===== src/rtl/dual_edge_timer.sv =====
module dual_edge_timer #(
  parameter int W  = 8,
  parameter int AW = 3
) (
  input  logic          clk,
  input  logic          rst_n,
  input  logic          cap_mode,
  input  logic          cap_in,
  input  logic          wr_en,
  input  logic [AW-1:0] addr,
  input  logic [W-1:0]  wr_data,
  output logic [W-1:0]  rd_data,
  output logic          irq
);
  localparam int DIVW = 6;

  logic            s1, s2, lvl_q;
  logic [DIVW-1:0] div_q;
  logic [6:0]      ctrl_q;
  logic            ovf_lo, ovf_hi, tflag;
  logic [W-1:0]    cnt_q, cap_rise_q, cap_fall_q;
  logic            tick;

  wire [1:0] clk_sel  = ctrl_q[1:0];
  wire [1:0] clr_sel  = ctrl_q[3:2];
  wire       edge_sel = ctrl_q[4];
  wire       ovf_ie   = ctrl_q[5];
  wire       irq_en   = ctrl_q[6];

  wire lvl   = cap_mode & s2;
  wire rise  = lvl & ~lvl_q;
  wire fall  = ~lvl & lvl_q;
  wire clr   = (rise & clr_sel[0]) | (fall & clr_sel[1]);
  wire ovf   = tick & (&cnt_q) & ~clr;
  wire wr_ct = wr_en && addr == AW'(0);
  wire wr_st = wr_en && addr == AW'(1);
  wire ev_fl = (edge_sel ? rise : fall) | (ovf & ovf_ie);

  always_comb begin
    case (clk_sel)
      2'd0:    tick = &div_q;
      2'd1:    tick = &div_q[4:0];
      2'd2:    tick = &div_q[2:0];
      default: tick = div_q[0];
    endcase
  end

  always_ff @(posedge clk or negedge rst_n) begin
    if (!rst_n) begin
      s1 <= 1'b0;
      s2 <= 1'b0;
      lvl_q <= 1'b0;
      div_q <= '0;
    end else begin
      s1 <= cap_in;
      s2 <= s1;
      lvl_q <= lvl;
      div_q <= div_q + 1'b1;
    end
  end

  always_ff @(posedge clk or negedge rst_n) begin
    if (!rst_n) begin
      cnt_q <= '0;
      cap_rise_q <= '0;
      cap_fall_q <= '0;
    end else begin
      if (clr)       cnt_q <= '0;
      else if (tick) cnt_q <= cnt_q + 1'b1;
      if (rise) cap_rise_q <= cnt_q;
      if (fall) cap_fall_q <= cnt_q;
    end
  end

  always_ff @(posedge clk or negedge rst_n) begin
    if (!rst_n) begin
      ctrl_q <= '0;
      ovf_lo <= 1'b0;
      ovf_hi <= 1'b0;
      tflag  <= 1'b0;
    end else begin
      if (wr_ct) ctrl_q <= wr_data[6:0];
      ovf_lo <= (ovf & ~lvl) | (ovf_lo & ~(wr_st & ~wr_data[0]));
      ovf_hi <= (ovf & lvl)  | (ovf_hi & ~(wr_st & ~wr_data[1]));
      tflag  <= ev_fl        | (tflag  & ~(wr_st & ~wr_data[2]));
    end
  end

  always_comb begin
    case (addr)
      AW'(0):  rd_data = W'({1'b0, ctrl_q});
      AW'(1):  rd_data = W'({tflag, ovf_hi, ovf_lo});
      AW'(2):  rd_data = cnt_q;
      AW'(3):  rd_data = cap_rise_q;
      AW'(4):  rd_data = cap_fall_q;
      default: rd_data = '0;
    endcase
  end

  assign irq = tflag & irq_en;
endmodule


===== config.mk =====
export PLATFORM = sky130hd
export DESIGN_NAME = dual_edge_timer
export DESIGN_NICKNAME = d
export VERILOG_FILES = /design/src/rtl/dual_edge_timer.sv
export SDC_FILE = /design/constraint.sdc
export NUM_CORES = 1
export LEC_CHECK = 0
export ABC_AREA = 1
export BUFFER_PORTS_ARGS = -buffer_cell sky130_fd_sc_hd__buf_2
export CAP_MARGIN = 5
export CORE_ASPECT_RATIO = 1.1
export CORE_MARGIN = 5
export CORE_UTILIZATION = 55
export CTS_CLUSTER_DIAMETER = 60
export DETAILED_ROUTE_END_ITERATION = 10
export MAX_ROUTING_LAYER = met4
export PLACE_DENSITY_LB_ADDON = 0.2
export SYNTH_ARGS = -nofsm -noshare
export SYNTH_HDL_FRONTEND = slang
export SYNTH_SLANG_ARGS = --single-unit

===== constraint.sdc =====
create_clock -name clk -period 1.7 [get_ports clk]
set_input_delay 0.255 -clock clk [delete_from_list [all_inputs] [get_ports clk]]
set_output_delay 0.255 -clock clk [all_outputs]
set_load 0.05 [all_outputs]

==> impl_metrics.tcl <==
set metrics [dict create \
    status "finished clean" \
    max_freq_mhz 614 \
    clkTransAtPathRegs_ns 0.09 \
    area_growth_pct 15.4 \
    maxSlewHeadroom_pct 63.8 \
    cp-start-kind "flop" \
    hold_buffers 0 \
    max_cap_viol_count 0 \
    cts_tree "yes" \
    antenna_left 0 \
    yosys.area.top_type "dfrtp_1" \
    drc 0 \
    setup_viol_count_final 0 \
    syn_area_per_cell_sq_um 8.01 \
    viasPerCell 5.18 \
    grt-ovfl-total 0 \
    ys_seq_area_share_pct 50.5 \
    synth_cells 266 \
    power_mw 2.50 \
    internal_power_mw 1.65 \
    wl_per_cell_um 13.7 \
    netlist-cell-type-count 22 \
    cp_max_fo 6 \
    ys_warn_count 0 \
    p_leak_nw 1.28 \
    io_buffers 23 \
    dr_total_vias 1819 \
    layout_common_cells "78 x nand2_1, 43 x dfrtp_1, 38 x inv_1" \
    drtIter0Drc 135 \
    fin_nets 320 \
    layout.cells.non_filler 351 \
    first_global_vias 1820 \
    fin_crit_ns 1.63 \
    synth_top_area_share_pct 50.5 \
    synth_fp_nets 286 \
    clkSinkCount 43 \
    fp.dieH_um 75.3 \
    drive_gt1_share_pct 17.6 \
    pwr-share-clk_pct 25.7 \
    fin_area_sq_um 2460 \
    clk_latency_ns 0.30 \
    path_cells "ha_2, inv_2, nor2_2, ha_2, nand3_2, nand2_1, inv_2, nand3_4, buf_6, nand4_1, nand2_1" \
    ios 25 \
    cts_buffer_depth 2 \
    final_common_cell "nand2_1" \
    power_density_nw_per_um2 1020 \
    yosys-top-cells-area "dfrtp_1 50%, nand2_1 14%, inv_1 7.0%" \
    fin_skew_ns 0.0106 \
    die_w_um 69.3 \
    antenna_found_initial 0 \
    worst_ep_required_time_ns 1.94 \
    tightest_slew_ns 0.543 \
    grt_start_max_net_pins 44 \
    cts_buffers 5 \
    core_sq_um 3680 \
    critPathTopFamily "simple AND/OR/NAND/NOR gates" \
    hold_class "in -> async" \
    grt_pass1_wl_um 8280 \
    firstDrtPassIters 4 \
    cp_slowest_cell "dfrtp_1" \
    finalMaxSlewViolations 0 \
    n_antenna_cell 0 \
    seqPwrFrac_pct 51.5 \
    period_share_pct 95.8 \
    crit_arrival_ns 1.87 \
    htreeDepth 2 \
    cts-root-buf "clkbuf_8" \
    initial_core_util_pct 57.8 \
    cp-end-kind "flop" \
    dpl-instance-area_sq_um 2340 \
    dp_cells 341 \
    critPathKind "reg -> reg" \
    cp.buffers_inverters 3 \
    rows 23 \
    dp_hpwl_um 3330 \
    power.switching_mw 0.857 \
    synth.cell_area_sq_um 2130 \
    rsz0062_at_grt "true" \
    routed_wl_um 4810 \
    combPwrFrac_pct 22.8 \
    grt_usage_pct 21.1 \
    n_fill_cell 344 \
    die-area_sq_um 5220 \
    irDropWorstVdd_v 0.000630 \
    swShare_pct 34.2 \
    synth_seq_cells 43 \
    gp_congestion 0.824 \
    hold_violations 0 \
    max_stage_delay_ns 0.37 \
]
[per-layer routing]
layer | global-route usage (%) | wire, um | vias up
li1 | - | - | 918
met1 | 24.5 | 2100 | 840
met2 | 35.7 | 2370 | 51
met3 | 4.67 | 248 | 10
met4 | 8.89 | 94 | 0
met5 | - | 0 | -
[power groups by stage]
stage | Clock [mW] | Combinational (mW) | Sequential (mW)
4_1_cts | 0.659 | 0.571 | 1.29
3_5_place_dp | 0 | 0.552 | 1.31
3_3_place_gp | 0 | 0.535 | 1.30
5_1_grt | 0.694 | 0.633 | 1.31
2_1_floorplan | 0 | 0.420 | 1.26
6_report | 0.642 | 0.571 | 1.29
[metrics by stage]
step                      setup WS, ns  TNS, ns  utilization [%]  hold WS, ns
after floorplan                 0.0797        0                -      -0.0406
after global placement          0.0536        0             63.5        0.333
after detailed placement       -0.0493  -0.0493             63.5        0.337
after CTS                      0.00375        0             66.2       0.0322
after global routing           -0.0276  -0.0605             66.8       0.0577
final                           0.0707        0             66.8       0.0128
[registers in the layout, summed over array words and instances, names as in the netlist]
register and cells:
ovf_hi 1, cnt_q 8, s1 1, s2 1, cap_rise_q 8, div_q 6
lvl_q 1, tflag 1, cap_fall_q 8, ctrl_q 7, ovf_lo 1
[worst register-to-register path: stages (launching register included)]
cell	delay, ns
dfrtp_1	0.37
ha_2	0.20
inv_2	0.04
nor2_2	0.12
ha_2	0.19
nand3_2	0.07
nand2_1	0.07
inv_2	0.04
nand3_4	0.11
buf_6	0.14
nand4_1	0.12
nand2_1	0.10
[logic make-up (layout without fill, tap and decap cells)]
family | after synthesis | count (layout) | synth area share [%]
AND/OR/NAND/NOR | 130 | 130 | 27.1
buffers and inverters | 48 | 83 | 8.92
flip-flops | 43 | 43 | 50.5
AO/OA/AOI/OAI | 36 | 36 | 9.04
XOR/XNOR | 5 | 5 | 2.06
adder cells (fa/ha/maj) | 4 | 4 | 2.35
[synthesized netlist by cell type]
| cell | instances |
|---|---|
| a21oi_1 | 11 |
| buf_2 | 5 |
| buf_4 | 1 |
| clkbuf_1 | 1 |
| dfrtp_1 | 43 |
| ha_1 | 4 |
| inv_1 | 40 |
| inv_2 | 1 |
| nand2_1 | 78 |
| nand3_1 | 23 |
| nand3_2 | 1 |
| nand3b_1 | 1 |
| nand4_1 | 8 |
| nor2_1 | 13 |
| nor2_2 | 2 |
| nor2_4 | 1 |
| nor3_2 | 3 |
| o21ai_0 | 17 |
| o221ai_1 | 1 |
| o22ai_1 | 7 |
| xnor2_1 | 1 |
| xor2_1 | 4 |
[path summary, 6_finish.rpt]
| kind | start | to | slack [ns] | depth (start not counted) |
|---|---|---|---|---|
| worst max-delay path | div_q[1] | ovf_lo | 0.07 | 11 |
| worst min-delay path | rst_n | cap_rise_q[1] | 0.01 | 2 |
| worst max register to register | div_q[1] | ovf_lo | 0.07 | 11 |
| worst min register to register | s1 | s2 | 0.35 | 0 |
| max in group asynchronous | rst_n | cnt_q[6] | 1.30 | 2 |
| min in group clk | cap_in | s1 | 0.06 | 1 |
[cell type report]
| type | count | area (sq um) | area share (%) |
|---|---|---|---|
| clock buffer | 7 | 76.3 | 3.10 |
| tap | 50 | 62.6 | 2.54 |
| sequential | 43 | 1080 | 43.7 |
| timing repair buffer | 34 | 204 | 8.29 |
| clock inverter | 1 | 5.00 | 0.203 |
| multi-input combinational | 175 | 882 | 35.9 |
| inverter | 41 | 154 | 6.26 |
[repair_timing]
action / in CTS / in global routing
buffers inserted: 1 / 1
gates cloned: 0 / 0
pin swaps: 0 / 4
gates resized for setup: 2 / 6
endpoints found under the setup margin: 4 / 11
Note: power is estimated with default switching activity, not from simulation.
